File: src/rtl/bpt_pkg.sv
package bpt_pkg;

    localparam int PIX_W   = 8;
    localparam int LANES   = 4;
    localparam int SLICE_W = 2;
    localparam int PLANES  = PIX_W / SLICE_W;
    localparam int OFF_W   = $clog2(PLANES);

    typedef logic [PIX_W-1:0]         pix_t;
    typedef pix_t [LANES-1:0]         group_t;
    typedef logic [LANES*SLICE_W-1:0] word_t;
    typedef word_t [PLANES-1:0]       planes_t;

    // Word at plane offset j: slice [PIX_W-1-SLICE_W*j -: SLICE_W] of each pixel
    function automatic word_t plane_word(group_t g, logic [OFF_W-1:0] j);
        word_t w;
        int base;
        base = PIX_W - SLICE_W * (int'(j) + 1);
        for (int k = 0; k < LANES; k++) begin
            w[k*SLICE_W +: SLICE_W] = g[k][base +: SLICE_W];
        end
        return w;
    endfunction

    // Inverse of plane_word over all offsets
    function automatic group_t rebuild(planes_t p);
        group_t g;
        for (int j = 0; j < PLANES; j++) begin
            for (int k = 0; k < LANES; k++) begin
                g[k][PIX_W - SLICE_W*(j+1) +: SLICE_W] = p[j][k*SLICE_W +: SLICE_W];
            end
        end
        return g;
    endfunction

    // Coarse view: top slice only, remaining bits zero
    function automatic group_t msb_only(word_t w);
        group_t g;
        for (int k = 0; k < LANES; k++) begin
            g[k] = {w[k*SLICE_W +: SLICE_W], {(PIX_W-SLICE_W){1'b0}}};
        end
        return g;
    endfunction

endpackage

File: src/rtl/bpt_packer.sv
module bpt_packer
    import bpt_pkg::*;
#(
    parameter int NUM_GROUPS = 16,
    localparam int GRP_W = $clog2(NUM_GROUPS),
    localparam int AW    = GRP_W + OFF_W
) (
    input  logic          clk,
    input  logic          rst,
    input  logic          in_valid,
    input  pix_t          in_pix,
    output logic          we,
    output logic [AW-1:0] waddr,
    output word_t         wdata
);

    logic [OFF_W-1:0] fill_cnt;
    group_t           stage;
    group_t           incoming;
    group_t           drain_q;
    logic             drain_on;
    logic [OFF_W-1:0] drain_off;
    logic [GRP_W-1:0] drain_grp;
    logic [GRP_W-1:0] wr_ptr;
    logic             load;

    assign load = in_valid && (fill_cnt == OFF_W'(LANES-1));

    always_comb begin
        incoming = stage;
        incoming[LANES-1] = in_pix;
    end

    always_ff @(posedge clk) begin
        if (rst) begin
            fill_cnt  <= '0;
            stage     <= '0;
            drain_q   <= '0;
            drain_on  <= 1'b0;
            drain_off <= '0;
            drain_grp <= '0;
            wr_ptr    <= '0;
        end else begin
            if (in_valid) begin
                fill_cnt        <= fill_cnt + 1'b1;
                stage[fill_cnt] <= in_pix;
            end
            if (load) begin
                drain_q   <= incoming;
                drain_on  <= 1'b1;
                drain_off <= '0;
                drain_grp <= wr_ptr;
                wr_ptr    <= (wr_ptr == GRP_W'(NUM_GROUPS-1)) ? '0 : wr_ptr + 1'b1;
            end else if (drain_on) begin
                drain_off <= drain_off + 1'b1;
                if (drain_off == OFF_W'(PLANES-1)) drain_on <= 1'b0;
            end
        end
    end

    assign we    = drain_on;
    assign waddr = {drain_grp, drain_off};
    assign wdata = plane_word(drain_q, drain_off);


    no_overflow_chk: assert property (@(posedge clk) disable iff (rst)
        load |-> (!drain_on || drain_off == OFF_W'(PLANES-1)));


    drain_span_chk: assert property (@(posedge clk) disable iff (rst)
        (drain_on && drain_off != OFF_W'(PLANES-1)) |=> drain_on);

endmodule

File: src/rtl/bpt_ram.sv
module bpt_ram
    import bpt_pkg::*;
#(
    parameter int DEPTH = 64,
    parameter int AW    = 6
) (
    input  logic          clk,
    input  logic          we,
    input  logic [AW-1:0] waddr,
    input  word_t         wdata,
    input  logic          re,
    input  logic [AW-1:0] raddr,
    output word_t         rdata
);

    word_t mem [DEPTH];

    always_ff @(posedge clk) begin
        if (we) mem[waddr] <= wdata;
        if (re) rdata <= mem[raddr];
    end

endmodule

File: src/rtl/bpt_reader.sv
module bpt_reader
    import bpt_pkg::*;
#(
    parameter int NUM_GROUPS = 16,
    localparam int GRP_W = $clog2(NUM_GROUPS),
    localparam int AW    = GRP_W + OFF_W
) (
    input  logic             clk,
    input  logic             rst,
    input  logic             req,
    input  logic             full,
    input  logic [GRP_W-1:0] grp,
    output logic             re,
    output logic [AW-1:0]    raddr,
    input  word_t            rdata,
    output logic             out_valid,
    output logic             out_full,
    output group_t           out_pix
);

    logic             busy;
    logic [OFF_W-1:0] phase;
    logic [GRP_W-1:0] grp_q;
    logic             lo_v;
    logic             fu_v;
    planes_t          dly;
    planes_t          planes;
    logic             accept;

    assign accept = req && !busy;
    assign re     = accept || busy;
    assign raddr  = busy ? {grp_q, phase} : {grp, OFF_W'(0)};

    always_ff @(posedge clk) begin
        if (rst) begin
            busy  <= 1'b0;
            phase <= '0;
            grp_q <= '0;
            lo_v  <= 1'b0;
            fu_v  <= 1'b0;
            dly   <= '0;
        end else begin
            lo_v <= accept && !full;
            fu_v <= busy && (phase == OFF_W'(PLANES-1));
            if (accept && full) begin
                busy  <= 1'b1;
                phase <= OFF_W'(1);
                grp_q <= grp;
            end else if (busy) begin
                dly[phase - 1'b1] <= rdata;
                phase <= phase + 1'b1;
                if (phase == OFF_W'(PLANES-1)) busy <= 1'b0;
            end
        end
    end

    always_comb begin
        planes = dly;
        planes[PLANES-1] = rdata;
    end

    assign out_valid = lo_v || fu_v;
    assign out_full  = fu_v;
    assign out_pix   = fu_v ? rebuild(planes) : msb_only(rdata);


    mode_excl_chk: assert property (@(posedge clk) disable iff (rst)
        $onehot0({lo_v, fu_v}));


    busy_no_lo_chk: assert property (@(posedge clk) disable iff (rst)
        busy |-> !lo_v);


    full_pulse_chk: assert property (@(posedge clk) disable iff (rst)
        fu_v |=> !fu_v);


    full_src_chk: assert property (@(posedge clk) disable iff (rst)
        fu_v |-> $past(busy));

endmodule

File: src/rtl/bitplane_store.sv
module bitplane_store
    import bpt_pkg::*;
#(
    parameter int NUM_GROUPS = 16,
    localparam int GRP_W = $clog2(NUM_GROUPS),
    localparam int AW    = GRP_W + OFF_W,
    localparam int DEPTH = NUM_GROUPS * PLANES
) (
    input  logic             clk,
    input  logic             rst,
    input  logic             wr_valid,
    input  logic [7:0]       wr_pixel,
    input  logic             rd_req,
    input  logic             rd_full,
    input  logic [GRP_W-1:0] rd_group,
    output logic             out_valid,
    output logic             out_full,
    output logic [31:0]      out_pixels
);

    logic          we;
    logic [AW-1:0] waddr;
    word_t         wdata;
    logic          re;
    logic [AW-1:0] raddr;
    word_t         rdata;
    group_t        pix_out;

    bpt_packer #(.NUM_GROUPS(NUM_GROUPS)) u_packer (
        .clk      (clk),
        .rst      (rst),
        .in_valid (wr_valid),
        .in_pix   (wr_pixel),
        .we       (we),
        .waddr    (waddr),
        .wdata    (wdata)
    );

    bpt_ram #(.DEPTH(DEPTH), .AW(AW)) u_ram (
        .clk   (clk),
        .we    (we),
        .waddr (waddr),
        .wdata (wdata),
        .re    (re),
        .raddr (raddr),
        .rdata (rdata)
    );

    bpt_reader #(.NUM_GROUPS(NUM_GROUPS)) u_reader (
        .clk       (clk),
        .rst       (rst),
        .req       (rd_req),
        .full      (rd_full),
        .grp       (rd_group),
        .re        (re),
        .raddr     (raddr),
        .rdata     (rdata),
        .out_valid (out_valid),
        .out_full  (out_full),
        .out_pix   (pix_out)
    );

    assign out_pixels = pix_out;

endmodule

File: config.mk
export PLATFORM = sky130hd
export DESIGN_NAME = bitplane_store
export DESIGN_NICKNAME = d
export VERILOG_FILES = /design/src/rtl/bpt_pkg.sv /design/src/rtl/bpt_packer.sv /design/src/rtl/bpt_ram.sv /design/src/rtl/bpt_reader.sv /design/src/rtl/bitplane_store.sv
export SDC_FILE = /design/constraint.sdc
export NUM_CORES = 1
export LEC_CHECK = 0
export BUFFER_PORTS_ARGS = -buffer_cell sky130_fd_sc_hd__buf_4
export CELL_PAD_IN_SITES_DETAIL_PLACEMENT = 1
export CELL_PAD_IN_SITES_GLOBAL_PLACEMENT = 2
export CORE_ASPECT_RATIO = 0.9
export CORE_MARGIN = 2
export CORE_UTILIZATION = 24
export DETAILED_ROUTE_END_ITERATION = 10
export GPL_ROUTABILITY_DRIVEN = 0
export GPL_TIMING_DRIVEN = 0
export PLACE_DENSITY_LB_ADDON = 0.1
export SYNTH_ARGS = -nofsm -noshare
export SYNTH_HDL_FRONTEND = slang
export SYNTH_HIERARCHICAL = 1
export SYNTH_SLANG_ARGS = --single-unit
export TNS_END_PERCENT = 1
File: constraint.sdc
create_clock -name clk -period 2.95 [get_ports clk]
set_input_delay 0.4425 -clock clk [delete_from_list [all_inputs] [get_ports clk]]
set_output_delay 0.4425 -clock clk [all_outputs]
set_load 0.02 [all_outputs]
# Word level (Yosys, flattened, before mapping)
# Memories as Yosys holds them, arrays and structs flattened. A register that Yosys moved wholly into a read port is not among the register bits.
# Index checks and enable logic that the tools add are counted.
# totals
reg_bits	118
mem_bits_rw	512
out_inout_bits	34
word_cells	78
n_memories	1
# op_classes
add_sub_neg	7
n_lt_le_gt_ge	4
n_eq_ne	4
n_shift	4
mux	19
n_bitwise	1
reduce_logical	15
# mem_list
memory	words	word_bits	rd	rd_ports_with_merged_regs	wr	line	source
u_ram.mem	64	8	1	1	1	bpt_ram.sv:16	word_t mem [DEPTH];
# ops
operator	count
$shiftx A8 B32 Y2	4
$bwmux W32	2
$demux W8 S2	2
$mux W32	1
$sub A5 B32 Y32 const A	1
$mux W8	2
$mux W1	10
$logic_and A1 B1 Y1	7
$add A2 B1 Y2 const B	3
$eq A2 B2 Y1 const B	3
$lt A2 B3 Y1 const B	2
$mux W6	1
$add A4 B1 Y4 const B	1
$eq A4 B4 Y1 const B	1
$ge A2 B1 Y1 const B	2
$mux W4	1
$reduce_or A2 Y1	2
$add A2 B1 Y3 const B	1
$logic_not A1 Y1	2
$logic_or A1 B1 Y1	2
$reduce_and A2 Y1	1
$reduce_bool A2 Y1	1
$sub A2 B1 Y2 const B	1
$not A1 Y1	1

# Logic depth before layout (Yosys ltp)
# Gate-level depths: netlist (run 1).
# logic_depth
word_depth	6
depth_mapped	11
mapped_depth_nobuf	6

# By module
# Netlist (run 1), hierarchy kept.
# by_module_without_submodules
mod	instances	cells_each	area_per_inst_um2
bpt_ram	1	940	20246.9
bpt_packer	1	318	2701.3
bpt_reader	1	189	1597.8

# Worst setup path after synthesis (run 1)
# Ideal clock, no wire load.
# synth_timing
kind	flip-flop to flip-flop
from	reg u_reader.busy
to	reg u_ram.rdata[3], read port of u_ram.mem (data pin)
setup_time_ns	0.266
arrival_time_ns	2.263
setup_slack_ns	0.421
stages_incl_launch_ff	9
period_less_slack_ns	2.529
path_cell_list	dfxtp_1 buf_4 and2_1 buf_6 buf_4 mux4_2 mux4_2 o21ai_1 o41ai_1
# synth_between
elab_cells_between_ends	4
classes_between	mux: 1; reduce/logical: 3
# synth_rtl
element	line	source
start: declaration	bpt_reader.sv:21	logic busy;
start signal: assignment	bpt_reader.sv:36	busy <= 1'b0;
start signal: assignment	bpt_reader.sv:46	busy <= 1'b1;
start signal: assignment	bpt_reader.sv:52	if (phase == OFF_W'(PLANES-1)) busy <= 1'b0;
$mux W6	bpt_reader.sv:32	assign raddr = busy ? {grp_q, phase} : {grp, OFF_W'(0)};
via raddr[0]	bitplane_store.sv:25	logic [AW-1:0] raddr;
end: declaration	bpt_ram.sv:13	output word_t rdata
# The timed path passes the listed nets, and every way through them passes these cells.
# A chain may end at the register's enable or synchronous reset.

# Worst setup path in the final report (run 1)
# layout_timing
from	reg u_packer.drain_off[1]
to	mem u_ram/mem[47][2] (netlist bit), enable pin
# layout_rtl
element	line	source
start: declaration	bpt_packer.sv:22	logic [OFF_W-1:0] drain_off;
start signal: assignment	bpt_packer.sv:55	drain_off <= drain_off + 1'b1;
end: declaration	bpt_ram.sv:16	
# Straight into the memory's write port.

==> results of run 1 <==
-- cells by family after synthesis --
| kind of cell | after synthesis |
|---|---|
| muxes | 188 |
| and+or+nand+nor | 382 |
| DFF | 622 |
| xor gates and xnor gates | 3 |
| AOI/OAI and AO/OA | 148 |
| buffers and inverters | 94 |
| adders and majority gates | 10 |
-- per-stage QoR --
| step | power (W) | utilization [%] | TNS, ns | hold slack (ns) | instance area (um^2) |
|---|---|---|---|---|---|
| finish | 0.01943 | 29.18 | -1.226 | 0.09145 | 29670 |
| global route | 0.02015 | 29.18 | -11.41 | 0.08760 | 29670 |
| CTS | 0.01979 | 29.09 | -8.100 | 0.04993 | 29570 |
| detailed placement | 0.01049 | 26.20 | -16.73 | 0.4494 | 26630 |
| global placement | 0.01049 | 26.18 | -11.09 | 0.4394 | 26610 |
| floorplan | 0.01011 | - | 0 | 0.4316 | 24550 |
-- cell usage in the layout (no fill, tap or decap), types with 5 or more instances in the layout --
cell type    n
clkbuf_4     5
buf_4       63
bufinv_16    5
a21oi_1     94
clkbuf_8     7
nand2_1    147
buf_8        5
o221ai_1     8
mux4_4       8
clkinv_2     9
nor2b_1     13
buf_12       8
o22ai_1      6
ha_1        10
clkbuf_1    41
mux4_2     126
mux2i_1     22
buf_2       21
buf_6       12
clkinv_1    16
edfxtp_1   520
nand3_1     62
dfxtp_1    101
nor3_1       5
clkbuf_16   77
nor2_1      74
and2_1      27
nor2_2      17
mux2_2      25
nand2b_1    10
-- critical path: stages (launching register included) --
cell and delay, ns:
dfxtp_1 0.35, clkbuf_1 0.38, nand4_1 0.82, nor2_1 1.07
-- repair_timing --
action                     4_1_cts  5_1_grt
hold endpoints to repair         1        0
hold buffers                     1        0
pin swaps                        3        2
resized for setup              133       20
setup endpoints to repair      237      193
buffers inserted                 5        0
-- sequential cells by signal, indices dropped and copies added (netlist names), 4 cells and up --
name                cells
u_packer/drain_grp      4
u_packer/incoming      24
u_reader/grp_q          4
u_ram/mem             512
u_packer/drain_q       32
u_reader/dly           24
u_packer/wr_ptr         4
u_ram/rdata             8
-- layout make-up --
class,instances,area (um^2)
buffer,89,774.5
clock buffer,102,2081
clock inverter,36,331.6
fill,10561,72000
inverter,4,15.01
multi-input combinational,731,6683
sequential,622,17660
tap,1356,1697
timing repair buffer,56,426.7
-- where the power goes --
part | internal [W] | total, W | switching (W)
logic | 0.000314 | 0.000852 | 0.000538
clock network | 0.00539 | 0.00907 | 0.00368
registers | 0.00945 | 0.00951 | 0.0000637
total | 0.0152 | 0.0194 | 0.00428
-- layer usage --
layer  share of wire (%)  up-vias  GRT usage, %
met5                   0        -             0
met4                 2.4        0         4.231
met1                  47     7213         20.65
li1                    -     5927             -
met3                 3.2       91         2.259
met2                  47      218         24.09
-- worst min-delay path by stage --
stage	start	to	slack, ns	cells past startpoint
4_1_cts	rd_group[1]	u_reader/grp_q[1]	0.05	3
2_1_floorplan	u_reader/dly[16]	u_reader/dly[16]	0.43	2
3_5_place_dp	u_packer/incoming[20]	u_packer/drain_q[20]	0.45	2
5_1_grt	rd_group[1]	u_reader/grp_q[1]	0.09	3
3_3_place_gp	u_packer/drain_q[29]	u_packer/drain_q[29]	0.44	2
6_report	rd_group[1]	u_reader/grp_q[1]	0.09	3
==> impl_metrics.yaml, run 1 <==
synth:
  synth_compound_area_share_pct: 3.670
  yosys.area_share.simple_pct: 7.019
  yosysWarnings: 6
  ys_top_cells_by_count: "edfxtp_1, nand2_1, mux4_2"
  synth_most_common_cell: "edfxtp_1"
  synthMuxAreaShare_pct: 14.62
  ys_top_cells_by_area: "edfxtp_1, mux4_2, dfxtp_1"
  synth_top_area_share_pct: 63.62
  ys_seq_area_share_pct: 71.93
  synth-edff-count: 520
  async_flop_share_pct: 0
  synth-seq-cells: 622
  yosys.area.top_type: "edfxtp_1"
  synth_area_um2: 24550
  ys_types: 50
  synth_xor_area_share_pct: 0.1070
  syn_inst: 1447
  synth_top_family_by_area: "multiplexers"
  synthAdderAreaFrac_pct: 0.5097
  syn-mean-instance-area_um2: 16.96
  yosys_most_used_dff: "edfxtp_1"
  synth_fp_nets: 1474
critical_path:
  critPathKind: "reg2reg"
  regToRegEndpoint: "u_ram/mem[47][2]"
  reg2reg_from: "u_packer/drain_off[1]"
  regToRegSetupSlack_ns: -0.07
  arrival_ns: 3.24
  cp_max_fo: 10
  critPathCaptureType: "register"
  startpoint: "u_packer/drain_off[1]"
  crit_path_start_kind: "register"
  worstPathRequired_ns: 3.18
  r2r_cells: 3
  endpoint: "u_ram/mem[47][2]"
global_route:
  grt_max_degree: 65
  grt-ovfl-total: 0
  antenna_found_initial: 2
  grt_pass1_vias: 14451
  grt_pass1_wl_mm: 110.3
  grtUsageTotal_pct: 14.87
worst_hold_path:
  hold_path_class: "in2reg"
clocking:
  cts_buffers: 75
  htreeDepth: 3
  clk_path_buf_depth: 3
  cts_tree: "yes"
  cts.reportedPaths.clkPinSlew_ns: 0.06
  cts_sinks: 622
  clkLatencyLatePin_ns: 0.62
  clockRootBuffer: "clkbuf_16"
status:
  violations: "negative setup slack"
  status: "complete, but fails checks"
floorplanning:
  rows: 111
  start_util_pct: 24.14
  die_w_um: 341.1
  core_um2: 101700
  die_h_um: 307.4
  io_pins: 51
  die-area_um2: 104900
sta:
  timing.slew.headroom_pct: 25.27
  hold_violations: 0
  period_needed_ns: 3.016
  setup_slack_ns: -0.06622
  tightest_slew_ns: 1.117
  fmax_mhz: 331.5
  fin_skew_ns: 0.02553
  finalMaxSlewViolations: 0
  finalCritPeriodShare_pct: 102.2
  rsz0062_at_grt: "yes"
  setup_violations: 43
detailed_routing:
  drc: 0
  drt_first_pass_iters: 5
  vias_per_cell: 4.489
  avgRoutedWirePerCell_um: 25.85
  totalWireLength_mm: 77.45
  ant_nets: 0
  vias: 13449
  first_iter_violations: 913
job:
  drv_cap: 0
power_and_ir_drop:
  p_per_area_nw_per_um2: 655.0
  ir_drop_mv: 0.3071
  leakage_nw: 8.737
layout:
  layout.cells.non_filler: 2996
  syn2layout_area_growth_pct: 20.86
  nets: 1606
  drive_above_1_share_pct: 27.13
  diodes: 0
place:
  portBuffers: 49
  post-place-ws_ns: -1.540
  dp_hpwl_mm: 50.97
  placed_cells: 2853
Note: power is estimated with default switching activity, not from simulation.
==> inputs of run 2 (changes only) <==
--- a/config.mk
+++ b/config.mk
@@ -5,7 +5,7 @@
 export SDC_FILE = /design/constraint.sdc
 export NUM_CORES = 1
 export LEC_CHECK = 0
-export BUFFER_PORTS_ARGS = -buffer_cell sky130_fd_sc_hd__buf_4
+export BUFFER_PORTS_ARGS = -buffer_cell sky130_fd_sc_hd__buf_2
 export CELL_PAD_IN_SITES_DETAIL_PLACEMENT = 1
 export CELL_PAD_IN_SITES_GLOBAL_PLACEMENT = 2
 export CORE_ASPECT_RATIO = 0.9
==> impl_metrics.yaml, run 2 (synthesized netlist as in run 1, its figures left out) <==
global_route:
  grtUsageTotal_pct: 14.80
  grt_max_degree: 65
  grt-ovfl-total: 0
  grt_pass1_vias: 14442
  grt_pass1_wl_mm: 110.2
  antenna_found_initial: 4
layout:
  largest_register_ffs: 512
  nets: 1598
  layout.cells.non_filler: 2990
  max_flop_register: "u_ram/mem"
  syn2layout_area_growth_pct: 20.09
  final_cell_area_um2: 29480
  final_cell_mix: "edfxtp_1, nand2_1, mux4_2"
  top_regs: "u_ram/mem x512, u_packer/drain_q x32"
  n_fill_cell: 10573
  drive_above_1_share_pct: 27.91
  layout_commonest_cell: "edfxtp_1"
floorplanning:
  die_w_um: 341.1
  core_um2: 101700
  die-area_um2: 104900
  die_h_um: 307.4
  start_util_pct: 24.14
  rows: 111
  io_pins: 51
sta:
  setup_violations: 59
  hold_violations: 0
  setup_slack_ns: -0.1461
  tightest_slew_ns: 1.120
  timing.slew.headroom_pct: 25.06
  rsz0062_at_grt: "yes"
  finalCritPeriodShare_pct: 105.0
  fin_skew_ns: 0.02389
  period_needed_ns: 3.096
  fmax_mhz: 323.0
  finalMaxSlewViolations: 0
power_and_ir_drop:
  leakage_nw: 8.666
  combPwrFrac_pct: 4.2
  ir_drop_mv: 0.3525
  p_clk_share_pct: 47.2
  seqPwrFrac_pct: 48.6
  p_sw_w: 0.004299
  cellInternalPower_w: 0.01527
  power_w: 0.01957
  p_per_area_nw_per_um2: 664.0
  p_sw_share_pct: 21.96
clocking:
  cts.reportedPaths.clkPinSlew_ns: 0.06
  cts_sinks: 622
  cts_tree: "yes"
  clockRootBuffer: "clkbuf_16"
  ctsHoldBuffers: 0
  clkLatencyLatePin_ns: 0.62
  cts_buffers: 74
  htreeDepth: 3
  clk_path_buf_depth: 3
status:
  status: "complete, but fails checks"
  violations: "negative setup slack"
detailed_routing:
  totalWireLength_mm: 76.96
  vias_per_cell: 4.473
  drt_first_pass_iters: 5
  drc: 0
  avgRoutedWirePerCell_um: 25.74
  vias: 13374
  first_iter_violations: 689
  ant_nets: 0
place:
  placed_cells: 2852
  portBuffers: 49
  dp_hpwl_mm: 50.73
  place_area_um2: 26500
job:
  drv_cap: 0
critical_path:
  r2r_cells: 3
  cp_num_buf_inv: 1
  cpLargestDelayFamily: "simple AND/OR/NAND/NOR gates"
  regToRegSetupSlack_ns: -0.15
  crit_path_start_kind: "register"
  critPathCaptureType: "register"
  cp_num_cells: 3
  crit_chain: "clkbuf_1 -> nand4_1 -> nor2_1"
  critPathKind: "reg2reg"
  cp_max_fo: 10
  slowest_stage: "nor2_1"
  slowest_delay_ns: 1.08
  arrival_ns: 3.32
  worstPathRequired_ns: 3.17
worst_hold_path:
  holdPathStages: 2
  hold_path_class: "in2reg"
run 2: cell types whose count changed in the layout (fill, tap and decap cells not counted), moves of 3 or more:
cell and delta:
buf_2 +49, buf_4 -54, bufinv_16 +4, clkbuf_1 -5
clkbuf_4 -3, clkbuf_8 -3, clkinv_1 -3, clkinvlp_4 +4
diode_2 +4, mux2i_4 -3, nor2_1 -11, nor2_2 +11
o21ai_1 -3
run 2: power by group through the flow:
stage / registers (W) / clock network [W] / logic [W]
3_3_place_gp: 0.00970 / 0 / 0.000772
6_report: 0.00951 / 0.00924 / 0.000820
3_5_place_dp: 0.00970 / 0 / 0.000777
4_1_cts: 0.00951 / 0.00956 / 0.000833
2_1_floorplan: 0.00966 / 0 / 0.000448
5_1_grt: 0.00951 / 0.00985 / 0.000880
run 2: timing repair:
| action | 4_1_cts | 5_1_grt |
|---|---|---|
| pin swaps | 2 | 4 |
| endpoints found under the setup margin | 175 | 256 |
| resized for setup | 107 | 44 |
| hold endpoints to repair | 0 | 0 |
| buffers inserted | 0 | 0 |
run 2: final timing paths:
path / to / start
setup reg to reg: u_ram/mem[63][5] / u_packer/drain_off[1]
hold reg to reg: u_packer/drain_q[0] / u_packer/drain_q[0]
hold / removal: u_reader/lo_v / rd_full
setup / recovery: u_ram/mem[63][5] / u_packer/drain_off[1]
run 2: cell type report:
type | count | area (um^2) | share of cell area (%)
Antenna cell | 4 | 10.01 | 0.03396
Buffer | 89 | 745.7 | 2.530
Tap cell | 1356 | 1697 | 5.756
Sequential cell | 622 | 17660 | 59.90
Multi-Input combinational cell | 731 | 6680 | 22.66
Timing Repair Buffer | 49 | 245.2 | 0.8319
Clock buffer | 92 | 1971 | 6.685
Inverter | 4 | 15.01 | 0.05093
Clock inverter | 43 | 456.7 | 1.549
run 2: metrics by stage:
step                utilization [%]  worst slack (ns)  setup TNS, ns  hold WS, ns
finish                        29.00           -0.1461         -4.145      0.09053
global route                  28.99           -0.2487         -15.20      0.07508
CTS                           28.81           -0.2365         -13.45      0.04398
detailed placement            26.06            -1.534         -22.81       0.4488
global placement              26.05            -1.501         -11.62       0.4431
floorplan                         -            0.4210              0       0.4316
run 2: routing by layer:
| layer | part of all wire [%] | global-route usage [%] | wire length, um |
|---|---|---|---|
| met1 | 47 | 20.51 | 36180 |
| met2 | 46 | 23.32 | 35450 |
| met3 | 3.6 | 2.519 | 2809 |
| met4 | 3.3 | 5.297 | 2510 |
| met5 | 0.026 | 0 | 20 |
